[config.mk]
export PLATFORM = sky130hd
export DESIGN_NAME = kbc_regif
export DESIGN_NICKNAME = d
export VERILOG_FILES = /design/src/rtl/kbc_pkg.sv /design/src/rtl/kbc_host_decode.sv /design/src/rtl/kbc_cmd_seq.sv /design/src/rtl/kbc_outbuf.sv /design/src/rtl/kbc_regif.sv
export SDC_FILE = /design/constraint.sdc
export NUM_CORES = 1
export LEC_CHECK = 0
export BUFFER_PORTS_ARGS = -buffer_cell sky130_fd_sc_hd__buf_2
export CAP_MARGIN = 15
export CORE_MARGIN = 1.5
export CORE_UTILIZATION = 50
export DETAILED_ROUTE_END_ITERATION = 10
export GPL_ROUTABILITY_DRIVEN = 0
export GPL_TIMING_DRIVEN = 1
export PLACE_DENSITY = 0.82
export SKIP_LAST_GASP = 1
export SYNTH_ARGS = -nofsm -noshare
export SYNTH_HDL_FRONTEND = slang
export SYNTH_SLANG_ARGS = --single-unit
[constraint.sdc]
create_clock -name clk -period 4.8 [get_ports clk]
set_input_delay 1.2 -clock clk [delete_from_list [all_inputs] [get_ports clk]]
set_output_delay 1.2 -clock clk [all_outputs]
set_load 0.1 [all_outputs]
[src/rtl/kbc_pkg.sv]
package kbc_pkg;

    localparam int BYTE_W = 8;

    localparam logic [BYTE_W-1:0] CMD_SELFTEST = 8'hAA;
    localparam logic [BYTE_W-1:0] CMD_ENABLE   = 8'hAE;
    localparam logic [BYTE_W-1:0] CMD_SETLED   = 8'hED;
    localparam logic [BYTE_W-1:0] SELFTEST_OK  = 8'h55;

    typedef enum logic [1:0] {
        OP_NONE,
        OP_SELFTEST,
        OP_ENABLE,
        OP_SETLED
    } cmd_op_e;

    // Bit order is visible to host software; keep it fixed.
    typedef struct packed {
        logic parity_err;
        logic timeout;
        logic aux_data;
        logic kbd_lock;
        logic last_cmd;
        logic sys_flag;
        logic in_busy;
        logic out_full;
    } status_t;

    typedef struct packed {
        logic              rd_data;
        logic              wr_data;
        logic              wr_cmd;
        logic [BYTE_W-1:0] wdata;
    } host_req_t;

    function automatic cmd_op_e decode_cmd(input logic [BYTE_W-1:0] b);
        cmd_op_e op;
        case (b)
            CMD_SELFTEST: op = OP_SELFTEST;
            CMD_ENABLE:   op = OP_ENABLE;
            CMD_SETLED:   op = OP_SETLED;
            default:      op = OP_NONE;
        endcase
        return op;
    endfunction

endpackage

[src/rtl/kbc_host_decode.sv]
module kbc_host_decode
    import kbc_pkg::*;
#(
    parameter logic [7:0] DATA_ADDR = 8'h60,
    parameter logic [7:0] CMD_ADDR  = 8'h64
) (
    input  logic              hst_sel,
    input  logic              hst_we,
    input  logic [7:0]        hst_addr,
    input  logic [BYTE_W-1:0] hst_wdata,
    output host_req_t         req
);

    logic hit_data;
    logic hit_cmd;

    assign hit_data = (hst_addr == DATA_ADDR);
    assign hit_cmd  = (hst_addr == CMD_ADDR);

    always_comb begin
        req.rd_data = hst_sel & ~hst_we & hit_data;
        req.wr_data = hst_sel &  hst_we & hit_data;
        req.wr_cmd  = hst_sel &  hst_we & hit_cmd;
        req.wdata   = hst_wdata;
    end

endmodule

[src/rtl/kbc_cmd_seq.sv]
module kbc_cmd_seq
    import kbc_pkg::*;
#(
    parameter int ST_CYCLES = 8,
    parameter int LED_W     = 3
) (
    input  logic             clk,
    input  logic             rst,
    input  host_req_t        req,
    output logic             kbd_en,
    output logic [LED_W-1:0] led,
    output logic             in_busy,
    output logic             sys_flag,
    output logic             last_cmd,
    output logic             st_done
);

    localparam int CNT_W = (ST_CYCLES > 1) ? $clog2(ST_CYCLES) : 1;
    localparam logic [CNT_W-1:0] CNT_LOAD = CNT_W'(ST_CYCLES - 1);

    logic [CNT_W-1:0] cnt;
    logic             led_armed;
    cmd_op_e          op;

    assign op      = decode_cmd(req.wdata);
    assign st_done = in_busy & (cnt == '0);

    always_ff @(posedge clk) begin
        if (rst) begin
            kbd_en    <= 1'b0;
            led       <= '0;
            in_busy   <= 1'b0;
            sys_flag  <= 1'b0;
            last_cmd  <= 1'b0;
            led_armed <= 1'b0;
            cnt       <= '0;
        end else begin
            if (in_busy) begin
                if (cnt == '0) begin
                    in_busy  <= 1'b0;
                    sys_flag <= 1'b1;
                end else begin
                    cnt <= cnt - 1'b1;
                end
            end
            if (req.wr_cmd) begin
                last_cmd <= 1'b1;
                if (!in_busy) begin
                    case (op)
                        OP_SELFTEST: begin
                            in_busy <= 1'b1;
                            cnt     <= CNT_LOAD;
                        end
                        OP_ENABLE: kbd_en    <= 1'b1;
                        OP_SETLED: led_armed <= 1'b1;
                        default: ;
                    endcase
                end
            end
            if (req.wr_data) begin
                last_cmd <= 1'b0;
                if (led_armed) begin
                    led       <= req.wdata[LED_W-1:0];
                    led_armed <= 1'b0;
                end
            end
        end
    end

endmodule

[src/rtl/kbc_outbuf.sv]
module kbc_outbuf
    import kbc_pkg::*;
(
    input  logic              clk,
    input  logic              rst,
    input  logic              rd_data,
    input  logic              st_done,
    input  logic              kbd_en,
    input  logic              in_busy,
    input  logic              scan_valid,
    input  logic [BYTE_W-1:0] scan_byte,
    output logic              scan_ready,
    output logic              out_full,
    output logic [BYTE_W-1:0] data_q,
    output logic              obf_pulse
);

    logic              full_n;
    logic [BYTE_W-1:0] data_n;

    assign scan_ready = kbd_en & ~out_full & ~in_busy;

    // Later assignments take priority: a load wins over a read clear.
    always_comb begin
        full_n = out_full;
        data_n = data_q;
        if (rd_data) full_n = 1'b0;
        if (scan_valid && scan_ready) begin
            data_n = scan_byte;
            full_n = 1'b1;
        end
        if (st_done) begin
            data_n = SELFTEST_OK;
            full_n = 1'b1;
        end
    end

    always_ff @(posedge clk) begin
        if (rst) begin
            out_full  <= 1'b0;
            data_q    <= '0;
            obf_pulse <= 1'b0;
        end else begin
            out_full  <= full_n;
            data_q    <= data_n;
            obf_pulse <= full_n & ~out_full;
        end
    end

endmodule

[src/rtl/kbc_regif.sv]
module kbc_regif
    import kbc_pkg::*;
#(
    parameter logic [7:0] DATA_ADDR = 8'h60,
    parameter logic [7:0] CMD_ADDR  = 8'h64,
    parameter int         ST_CYCLES = 8,
    parameter int         LED_W     = 3
) (
    input  logic             clk,
    input  logic             rst,
    input  logic             hst_sel,
    input  logic             hst_we,
    input  logic [7:0]       hst_addr,
    input  logic [7:0]       hst_wdata,
    output logic [7:0]       hst_rdata,
    input  logic             scan_valid,
    input  logic [7:0]       scan_byte,
    output logic             scan_ready,
    output logic             kbd_en,
    output logic [LED_W-1:0] led,
    output logic             obf_pulse
);

    host_req_t         req;
    status_t           st;
    logic [7:0]        status_w;
    logic [BYTE_W-1:0] data_q;
    logic              in_busy;
    logic              sys_flag;
    logic              last_cmd;
    logic              st_done;
    logic              out_full;

    kbc_host_decode #(
        .DATA_ADDR(DATA_ADDR),
        .CMD_ADDR (CMD_ADDR)
    ) u_dec (
        .hst_sel  (hst_sel),
        .hst_we   (hst_we),
        .hst_addr (hst_addr),
        .hst_wdata(hst_wdata),
        .req      (req)
    );

    kbc_cmd_seq #(
        .ST_CYCLES(ST_CYCLES),
        .LED_W    (LED_W)
    ) u_seq (
        .clk     (clk),
        .rst     (rst),
        .req     (req),
        .kbd_en  (kbd_en),
        .led     (led),
        .in_busy (in_busy),
        .sys_flag(sys_flag),
        .last_cmd(last_cmd),
        .st_done (st_done)
    );

    kbc_outbuf u_obuf (
        .clk       (clk),
        .rst       (rst),
        .rd_data   (req.rd_data),
        .st_done   (st_done),
        .kbd_en    (kbd_en),
        .in_busy   (in_busy),
        .scan_valid(scan_valid),
        .scan_byte (scan_byte),
        .scan_ready(scan_ready),
        .out_full  (out_full),
        .data_q    (data_q),
        .obf_pulse (obf_pulse)
    );

    always_comb begin
        st            = '0;
        st.last_cmd   = last_cmd;
        st.sys_flag   = sys_flag;
        st.in_busy    = in_busy;
        st.out_full   = out_full;
    end

    assign status_w  = st;
    assign hst_rdata = (hst_addr == CMD_ADDR) ? status_w : data_q;

endmodule

==> metrics.csv, run 1 <==
stage,metric,value,unit
run_status,outcome,"complete, no violations",
sta,Fin. Hold Viols,0,
setup_path,r2r worst-path depth,6,
synth,Yosys top cell area share,0.415,
synth,Yosys reg bits,21,
setup_path,CP max stage delay,410,ps
setup_path,reg-to-reg critical path startpoint,u_seq.cnt[0],
grt,total track usage,0.209,
sta,Setup Skew,1.82,ps
clocking,Worst-path clk slew,110,ps
finish,Final Net Count,187,
synth,Post-synth EDFFs,0,
setup_path,"most used cell, CP",buf_2,
die,Die Height,48.0,µm
finish,Area Overhead vs Synth,24.4,%
synth,Mean Syn Cell Area,9.05,µm²
setup_path,Slowest cell on crit path,buf_2,
setup_path,CP Capture Type,output pin,
placement,DP Wirelength,1.72,mm
synth,Synth cell types,32,
clocking,CTS Sinks,21,
synth,synth top area cells,"dfxtp_1 41%, mux2_4 5.9%, nor3_1 4.9%",
setup_path,CP Cell Sequence,buf_2 > and4bb_1 > and2_4 > nand2_4 > mux2_4 > buf_2,
setup_path,critical-path maximum fanout,8,
synth,post-synth net total,143,
pwr,leakage,0.617,nW
clocking,CTS Root Cell,clkbuf_4,
setup_path,end of the worst register-to-register path,u_seq.cnt[1],
synth,multiplexer share of the synthesized area,0.110,
pwr,peak supply drop,142,µV
clocking,clock latency on the worst-skew pair,300,ps
synth,largest family of logic cells by synthesized area,simple AND/OR/NAND/NOR gates,
finish,final non-filler cell area,1260,µm²
drt,drt first pass iters,4,
die,core area,1940,µm²
synth,post-synth top area cell,dfxtp_1,
clocking,maximum clock path buffer count,2,
synth,"Top FF cell, synth",dfxtp_1,
synth,post-synthesis compound-gate area fraction,0.0753,
clocking,post-CTS resize count,0,
setup_path,Crit path required time,3600,ps
drt,final WL,2.19,mm
sta,Max Clk Rate,267,MHz
synth,Synth Instances,112,
setup_path,"reg-to-reg slack, setup",3200,ps
pwr,Final Power,0.279,mW
die,initial core utilization,0.522,
die,Cell Rows,16,
placement,Post-Place Cells,178,
drt,wire per inst,12.0,µm
hold_path,HP Start,u_obuf.data_q[5],
synth,Synth Area in Simple Gates,0.330,
hold_path,worst hold path class,flip-flop to flip-flop,
sta,final setup vio count,0,
grt,grt total ovfl,0,
grt,vias in the first global route,822,
finish,Final Core Density,0.649,
sta,Rel. slew slack,0.676,
hold_path,hold endpoint,u_obuf.data_q[5],
synth,xor and xnor area share after synthesis,0.00864,
drt,Vias,950,
die,die width,48.0,µm
sta,final count of pins violating max slew,0,
job,MaxCap Viol Count,0,
setup_path,CP arrival,2540,ps
synth,sequential share of the synthesized area,0.415,
clocking,H-tree Lvls,1,
sta,worst slew pin tran,489,ps
grt,global-route wire length before repair,3.30,mm
drt,1st-iter DRT viols,14,
finish,Final Non-Filler Cells,182,
finish,layout cells sized above 1,0.374,
drt,Avg Vias per Cell,5.22,
synth,post-synthesis adder-cell area fraction,0.0247,
hold_path,WHS Path Cells,2,
setup_path,Setup crit start kind,input port,
die,IO Count,43,
synth,post-synth design cell area,1010,µm²
synth,Yosys Warn Count,0,
clocking,TritonCTS Buffers,3,
die,DIE AREA,2310,µm²
grt,pin count of the biggest net entering global routing,19,
sta,fin crit share,0.779,
synth,"count leader, synth",dfxtp_1,
pwr,Pwr per Cell Area,221,nW/µm²
sta,RSZ-0062 raised after global routing,no,
placement,PortBufs,42,
clocking,# hold bufs at CTS,0,
setup_path,worst setup path class,input port to output pin,
sta,TNS Setup,0,ps
drt,DRC errors left,0,
synth,Post-synth ARST share,0,
finish,# diodes,0,
grt,initial antenna violation count,0,
sta,fin crit period,3740,ps
drt,post-route ant nets,0,
placement,DP Area,1230,µm²
clocking,post-CTS setup buffers,0,
synth,Synth top cells by count,"21 x dfxtp_1, 13 x nand2_1, 13 x nor2_1",
clocking,CTS tree,done,
## final cells by class
type	count	area, µm²
Fill cell	187	681
Multi-Input combinational cell	84	556
Inverter	4	15.0
Tap cell	27	33.8
Clock buffer	4	26.3
Sequential cell	21	420
Timing Repair Buffer	42	210
## worst max path at each step
stage / start / end / slack [ps] / cells after the start
final: hst_addr[7] / hst_rdata[1] / 1060 / 6
after global routing: hst_addr[7] / hst_rdata[1] / 1010 / 6
after CTS: hst_addr[7] / hst_rdata[1] / 1050 / 6
after detailed placement: hst_addr[7] / hst_rdata[0] / 1060 / 6
after global placement: hst_addr[7] / hst_rdata[1] / 1090 / 6
after floorplan: hst_addr[7] / hst_rdata[4] / 1150 / 4
## kinds of logic after synthesis
family / count (synthesis)
AND/OR/NAND/NOR: 58
flip-flops: 21
AO/OA/AOI/OAI: 14
multiplexers: 9
buffers and inverters: 7
adder cells (fa/ha/maj): 2
XOR/XNOR: 1
## metal layers
layer	global-route usage	vias up	share of wire
met3	0.0340	4	0.049
met4	0.103	0	0.016
met5	0	-	0
met1	0.254	440	0.39
met2	0.355	28	0.54
li1	-	478	-
## through the flow
| stage | setup WS, ps | hold slack, ps |
|---|---|---|
| global placement | 1090 | 438 |
| finish | 1060 | 462 |
| detailed placement | 1060 | 449 |
| global route | 1010 | 491 |
| CTS | 1050 | 465 |
| floorplan | 1150 | 429 |
## critical path, delay by kind of cell
| kind | cells | cell delay (ps) |
|---|---|---|
| multiplexers | 1 | 210 |
| buffers and inverters | 2 | 510 |
| AND/OR/NAND/NOR | 3 | 610 |
## power by group
group          leakage, nW  switching, mW  internal [mW]
clock               0.0150         0.0519         0.0324
combinational        0.433         0.0101         0.0106
sequential           0.169     0.00000697          0.174
## sequential cells by signal (all words and copies together), names as in the netlist
name and count:
u_seq.led 3, u_seq.in_busy 1, u_obuf.out_full 1, u_seq.led_armed 1, u_seq.last_cmd 1, u_seq.kbd_en 1
u_obuf.data_q 8, u_seq.sys_flag 1, u_obuf.obf_pulse 1, u_seq.cnt 3
## cells in the final DEF, fill, tap and decap left out, types with 3 or more instances in the layout
cell type  instances
nand3_1            3
mux2_4             4
mux2i_1            4
buf_2             42
o21ai_0            5
nor3_1            10
inv_1              4
and2_1             5
clkbuf_4           3
nand2_1           13
dfxtp_1           21
a21oi_1            6
nor2_1            13
Power figures use the tool's default switching activity.
==> run 2: changes to the inputs <==
Settings changed: ABC_AREA set to 1, CORE_UTILIZATION 50 to 47, PLACE_DENSITY 0.82 to 0.76.
Clock period 4.8 ns to 3.6 ns, I/O delays scaled along.
==> run 2 against run 1 <==
Synthesized cell count up 47%. Count of clock-buffer cells in the layout unchanged. Cell count up 31%. Critical path depth up 1. Register-to-register slack worse by 880 ps. Sequential power up 33%. Worst setup slack worse by 480 ps. Die area up 15%. Largest power group unchanged.
==> metrics.csv, run 2 <==
stage,metric,value,unit,change
pwr,Final Power,0.373,mW,was 0.279 mW
clocking,maximum clock path buffer count,2,,unchanged
finish,top flop regs,"u_obuf.data_q (8), u_seq.cnt (3), u_seq.led (3)",,unchanged
placement,Post-Place Cells,234,,was 178
synth,"Top FF cell, synth",dfxtp_1,,unchanged
synth,Mean Syn Cell Area,6.68,µm²,was 9.05 µm²
die,initial core utilization,0.498,,was 0.522
run_status,outcome,"complete, no violations",,unchanged
die,DIE AREA,2650,µm²,was 2310 µm²
sta,RSZ-0062 raised after global routing,no,,unchanged
synth,Yosys top cell area share,0.381,,was 0.415
drt,post-route ant nets,0,,unchanged
finish,# diodes,0,,unchanged
clocking,clock latency on the worst-skew pair,290,ps,was 300 ps
setup_path,Crit path required time,2700,ps,was 3600 ps
die,core area,2210,µm²,was 1940 µm²
setup_path,critical-path maximum fanout,9,,was 8
grt,global-route wire length before repair,3.84,mm,was 3.30 mm
finish,Final Non-Filler Cells,238,,was 182
pwr,peak supply drop,260,µV,was 142 µV
clocking,CTS Sinks,21,,unchanged
hold_path,hold endpoint,u_obuf.obf_pulse,,was u_obuf.data_q[5]
grt,initial antenna violation count,0,,unchanged
placement,DP Wirelength,1.89,mm,was 1.72 mm
sta,Fin. Hold Viols,0,,unchanged
grt,total track usage,0.190,,was 0.209
clocking,Worst-path clk slew,110,ps,about the same
sta,fin crit period,3020,ps,
grt,grt total ovfl,0,,unchanged
clocking,TritonCTS Buffers,3,,unchanged
pwr,Pwr per Cell Area,274,nW/µm²,was 221 nW/µm²
setup_path,"reg-to-reg slack, setup",2320,ps,was 3200 ps
synth,Synth Instances,165,,was 112
drt,wire per inst,9.63,µm,was 12.0 µm
finish,"most common cell after layout, fill and taps aside",buf_2,,unchanged
finish,Final Net Count,242,,was 187
finish,Fillers,228,,was 187
synth,"count leader, synth",nand2_1,,was dfxtp_1
pwr,leakage,0.753,nW,was 0.617 nW
drt,highest routed layer,met4,,unchanged
synth,Synth cell types,21,,was 32
finish,Area Overhead vs Synth,23.4,%,was 24.4%
clocking,CTS tree,done,,unchanged
clocking,post-CTS resize count,0,,unchanged
setup_path,end of the worst register-to-register path,u_obuf.data_q[0],,was u_seq.cnt[1]
sta,final count of pins violating max slew,0,,unchanged
sta,Rel. slew slack,0.673,,was 0.676
hold_path,worst hold path class,flip-flop to flip-flop,,unchanged
die,Die Height,51.4,µm,was 48.0 µm
grt,vias in the first global route,1014,,was 822
sta,worst slew pin tran,493,ps,was 489 ps
sta,final setup vio count,0,,unchanged
drt,DRC errors left,0,,unchanged
synth,post-synth top area cell,dfxtp_1,,unchanged
sta,fin crit share,0.840,,
die,Cell Rows,17,,was 16
setup_path,worst setup path class,input port to output pin,,unchanged
finish,max reg flops,8,,unchanged
drt,Vias,1069,,was 950
synth,Yosys reg bits,21,,unchanged
setup_path,r2r worst-path depth,8,,was 6
job,MaxCap Viol Count,0,,unchanged
drt,final WL,2.29,mm,was 2.19 mm
setup_path,CP Capture Type,output pin,,unchanged
drt,WL met2,1.13,mm,was 1.19 mm
drt,met3 wire len,84,µm,was 108 µm
clocking,# hold bufs at CTS,0,,unchanged
synth,post-synth design cell area,1100,µm²,was 1010 µm²
finish,Top reg by flops,u_obuf.data_q,,unchanged
synth,Synth top cells by count,"35 x nand2_1, 33 x inv_1, 32 x nor2_1",,"was 21 x dfxtp_1, 13 x nand2_1, 13 x nor2_1"
finish,most frequent cells in the layout,"42 x buf_2, 35 x nand2_1, 33 x inv_1, 32 x nor2_1, 21 x dfxtp_1",,"was 42 x buf_2, 21 x dfxtp_1, 13 x nor2_1, 13 x nand2_1, 10 x nor3_1"
setup_path,Setup crit start kind,input port,,unchanged
setup_path,reg-to-reg critical path startpoint,u_seq.cnt[0],,unchanged
grt,pin count of the biggest net entering global routing,15,,was 19
hold_path,HP Start,u_obuf.out_full,,was u_obuf.data_q[5]
synth,synth top area cells,"dfxtp_1 38%, nand2_1 12%, inv_1 11%",,"was dfxtp_1 41%, mux2_4 5.9%, nor3_1 4.9%"
drt,Avg Vias per Cell,4.49,,was 5.22
clocking,post-CTS setup buffers,0,,unchanged
synth,post-synth net total,196,,was 143
synth,Post-synth EDFFs,0,,unchanged
sta,Max Clk Rate,331,MHz,
setup_path,CP arrival,2120,ps,was 2540 ps
placement,PortBufs,42,,unchanged
synth,Yosys Warn Count,0,,unchanged
finish,layout cells sized above 1,0.267,,was 0.374
die,die width,51.4,µm,was 48.0 µm
synth,Post-synth ARST share,0,,unchanged
drt,1st-iter DRT viols,10,,was 14
hold_path,WHS Path Cells,1,,was 2
synth,sequential share of the synthesized area,0.381,,was 0.415
clocking,CTS Root Cell,clkbuf_4,,unchanged
drt,drt first pass iters,4,,unchanged
clocking,H-tree Lvls,1,,unchanged
die,IO Count,43,,unchanged
drt,met1 wire length,1.06,mm,was 858 µm
sta,Setup Skew,1.87,ps,was 1.82 ps
==> run 2: cell count changes in the layout (fill, tap and decap cells not counted), moves of 5 or more <==
cell	before	now
inv_1	4	33
nand2_1	13	35
nor2_1	13	32
nor3_1	10	1
o21ai_0	5	11
and2_1	5	0
==> run 2: power breakdown <==
part	leakage [nW]	switching, mW	internal (mW)
sequential	0.169	0.00000370	0.232
combinational	0.569	0.0172	0.0151
clock	0.0150	0.0650	0.0431
total	0.753	0.0822	0.290
==> run 2: area by class of cell <==
type                       instances  area (µm²)  share of cell area
tap                               28        35.0              0.0258
multi-input combinational        108         537               0.395
clock buffer                       4        26.3              0.0193
inverter                          35         131              0.0966
timing repair buffer              42         210               0.155
sequential                        21         420               0.309
==> run 2: layer usage <==
layer  GRT usage  vias to the layer above
met5           0                        -
met4      0.0526                        0
met3      0.0351                        2
met2       0.363                       26
met1       0.212                      452
li1            -                      589
==> run 2: critical path: stages <==
cell,delay (ps)
buf_2,100
inv_1,40
nand2_1,50
nor2_1,150
nand2_1,200
o21ai_0,220
buf_2,460
==> run 2: cells by family (layout without fill, tap and decap cells) <==
logic type      Yosys count  after routing  share of synthesized area
compound gates           20             20                      0.104
xor+xnor                  1              1                    0.00795
fa+ha+maj                 2              2                     0.0227
buf+inv                  36             81                      0.132
flops                    21             21                      0.381
simple gates             85             85                      0.352
==> run 2: per-stage QoR <==
step	setup TNS, ps	worst slack [ps]	instance area, µm²	hold slack, ps	util
2_1_floorplan	-2830	-708	1100	412	-
3_3_place_gp	0	613	1330	433	0.603
3_5_place_dp	0	569	1330	440	0.603
4_1_cts	0	566	1360	460	0.615
5_1_grt	0	437	1360	496	0.615
6_report	0	577	1360	460	0.615
==> run 2: worst max path at each step <==
stage	startpoint	to	slack (ps)	cells past startpoint
2_1_floorplan	hst_addr[7]	hst_rdata[0]	-710	5
3_3_place_gp	hst_addr[7]	hst_rdata[1]	610	7
3_5_place_dp	hst_addr[3]	hst_rdata[1]	570	7
4_1_cts	hst_addr[3]	hst_rdata[1]	570	7
5_1_grt	hst_addr[4]	hst_rdata[1]	440	7
6_report	hst_addr[3]	hst_rdata[1]	580	7
==> run 3: changes to the inputs <==
Settings changed: CORE_UTILIZATION 47 to 43, PLACE_DENSITY 0.76 to 0.74.
Clock period 3.6 ns to 2.5 ns, I/O delays scaled along.
==> run 3 against run 2 <==
Global-route usage shrank 0.39 points. Critical path depth unchanged. Sequential power is 44% higher. Clock skew is 2.7 ps higher. Sequential share of layout area down 2.9 points. Wire length down 1.7%. Cell count up 0.84%. Die area is 8.7% higher. Combinational power up 42%.
==> metrics.csv, run 3 (same netlist as run 2, synthesis figures left out) <==
stage,metric,value,unit,change
run_status,outcome,"complete, no violations",,unchanged
die,core area,2450,µm²,was 2210 µm²
die,die width,53.6,µm,was 51.4 µm
drt,DRC errors left,0,,unchanged
pwr,clock network fraction of total power,0.314,,was 0.290
sta,Final WS setup,156,ps,was 577 ps
drt,post-route ant nets,0,,unchanged
grt,total track usage,0.187,,was 0.190
sta,TNS Setup,0,ps,unchanged
pwr,Sw Share,0.249,,was 0.221
clocking,maximum clock path buffer count,2,,unchanged
setup_path,CP arrival,1720,ps,was 2120 ps
clocking,CTS Sinks,21,,unchanged
grt,pin count of the biggest net entering global routing,15,,unchanged
setup_path,number of buffers and inverters on the critical path,3,,unchanged
pwr,Pwr per Cell Area,370,nW/µm²,was 274 nW/µm²
pwr,switching power total,0.138,mW,was 0.0822 mW
die,IO Count,43,,unchanged
clocking,post-CTS resize count,0,,unchanged
drt,final WL,2.25,mm,was 2.29 mm
pwr,sequential share of power,0.603,,was 0.623
setup_path,Crit path required time,1880,ps,was 2700 ps
placement,Place WS,172,ps,was 569 ps
setup_path,stages on the worst setup path,7,,unchanged
grt,initial antenna violation count,0,,unchanged
grt,global-route wire length before repair,3.93,mm,was 3.84 mm
clocking,CTS Root Cell,clkbuf_4,,unchanged
clocking,clock latency on the worst-skew pair,320,ps,was 290 ps
die,initial core utilization,0.449,,was 0.498
clocking,# hold bufs at CTS,0,,unchanged
setup_path,critical-path maximum fanout,9,,unchanged
finish,Multi-input gate area,552,µm²,was 537 µm²
clocking,CTS tree,done,,unchanged
sta,RSZ-0062 raised after global routing,no,,unchanged
die,Cell Rows,18,,was 17
finish,"most common cell after layout, fill and taps aside",nand2_1,,was buf_2
finish,Final Core Density,0.611,,was 0.615
setup_path,"most used cell, CP",nand2_1,,
hold_path,WHS Path Cells,1,,unchanged
setup_path,CP max stage delay,320,ps,was 460 ps
setup_path,r2r worst-path depth,8,,unchanged
pwr,peak supply drop,348,µV,was 260 µV
finish,max reg flops,8,,unchanged
sta,final setup vio count,0,,unchanged
drt,wire per inst,9.39,µm,was 9.63 µm
finish,Fillers,253,,was 228
hold_path,worst hold path class,flip-flop to flip-flop,,unchanged
clocking,TritonCTS Buffers,3,,unchanged
drt,drt first pass iters,4,,unchanged
sta,worst slew pin tran,491,ps,was 493 ps
pwr,Final Power,0.554,mW,was 0.373 mW
drt,Vias,1074,,was 1069
finish,layout cells sized above 1,0.290,,was 0.267
grt,grt total ovfl,0,,unchanged
placement,DP Wirelength,1.82,mm,was 1.89 mm
setup_path,CP Capture Type,output pin,,unchanged
setup_path,CP Cell Sequence,buf_2 > inv_1 > nand2_1 > nor2_2 > nand2_1 > o21ai_1 > buf_12,,was buf_2 > inv_1 > nand2_1 > nor2_1 > nand2_1 > o21ai_0 > buf_2
sta,Rel. slew slack,0.675,,was 0.673
finish,Area Overhead vs Synth,36.0,%,was 23.4%
sta,fin crit period,2340,ps,
finish,Top reg by flops,u_obuf.data_q,,unchanged
setup_path,Slowest cell on crit path,o21ai_1,,was buf_2
finish,# diodes,0,,unchanged
sta,Max Clk Rate,427,MHz,
clocking,Worst-path clk slew,120,ps,was 110 ps
clocking,post-CTS setup buffers,0,,unchanged
clocking,H-tree Lvls,1,,unchanged
sta,fin crit share,0.938,,
drt,Avg Vias per Cell,4.48,,was 4.49
sta,Setup Skew,4.60,ps,was 1.87 ps
die,DIE AREA,2880,µm²,was 2650 µm²
finish,Sequential Area,420,µm²,unchanged
die,Die Height,53.6,µm,was 51.4 µm
placement,PortBufs,42,,unchanged
finish,Final Net Count,242,,unchanged
finish,most frequent cells in the layout,"35 x nand2_1, 34 x buf_2, 33 x inv_1, 28 x nor2_1, 21 x dfxtp_1",,"was 42 x buf_2, 35 x nand2_1, 33 x inv_1, 32 x nor2_1, 21 x dfxtp_1"
setup_path,worst setup path class,input port to output pin,,unchanged
pwr,Pint,0.416,mW,was 0.290 mW
sta,Fin. Hold Viols,0,,unchanged
pwr,leakage,0.772,nW,was 0.753 nW
drt,1st-iter DRT viols,19,,was 10
sta,final count of pins violating max slew,0,,unchanged
finish,top flop regs,"u_obuf.data_q (8), u_seq.cnt (3), u_seq.led (3)",,unchanged
pwr,Combinational Power Share,0.083,,was 0.087
grt,vias in the first global route,957,,was 1014
setup_path,"Largest delay share family, worst path",simple AND/OR/NAND/NOR gates,,was buffers and inverters
setup_path,Setup crit start kind,input port,,unchanged
job,MaxCap Viol Count,0,,unchanged
[run 3: cell types whose count changed in the layout (fill, tap and decap cells not counted)]
cell      change
o21ai_0       -4
nor2_1        -4
buf_2         -8
nor2_4        +1
clkinv_2      +1
o21ai_1       +4
clkbuf_1      -1
nor2_2        +3
buf_12        +8
[run 3: area by class of cell]
type                            count  share of cell area
Inverter                           35              0.0876
Clock inverter                      1             0.00334
Sequential cell                    21               0.280
Multi-Input combinational cell    108               0.368
Tap cell                           30              0.0250
Clock buffer                        3              0.0150
Timing Repair Buffer               42               0.220
[run 3: power by group through the flow]
| stage | registers, mW | clock network [mW] | logic, mW |
|---|---|---|---|
| 2_1_floorplan | 0.342 | 0 | 0.0208 |
| 3_3_place_gp | 0.342 | 0 | 0.0452 |
| 3_5_place_dp | 0.342 | 0 | 0.0460 |
| 4_1_cts | 0.335 | 0.173 | 0.0463 |
| 5_1_grt | 0.335 | 0.184 | 0.0534 |
| 6_report | 0.335 | 0.174 | 0.0458 |
[run 3: final timing paths]
check,startpoint,to,slack (ps)
worst min register to register,u_obuf.out_full,u_obuf.obf_pulse,450
worst max-delay path,hst_addr[7],hst_rdata[1],160
worst max register to register,u_seq.cnt[0],u_obuf.data_q[0],1220
worst min-delay path,u_obuf.out_full,u_obuf.obf_pulse,450
[run 3: through the flow]
stage | instance area [µm²] | instances | hold WS, ps
floorplan | 1120 | 165 | 412
global placement | 1470 | 236 | 421
detailed placement | 1470 | 236 | 431
CTS | 1500 | 240 | 449
global route | 1500 | 240 | 465
finish | 1500 | 240 | 448
[run 3: routing by layer]
layer | vias up | wire length [µm] | global-route usage
met3 | 5 | 110 | 0.0278
met5 | - | 0 | 0
li1 | 589 | - | -
met2 | 26 | 1080 | 0.311
met1 | 454 | 1020 | 0.235
met4 | 0 | 49 | 0.0897
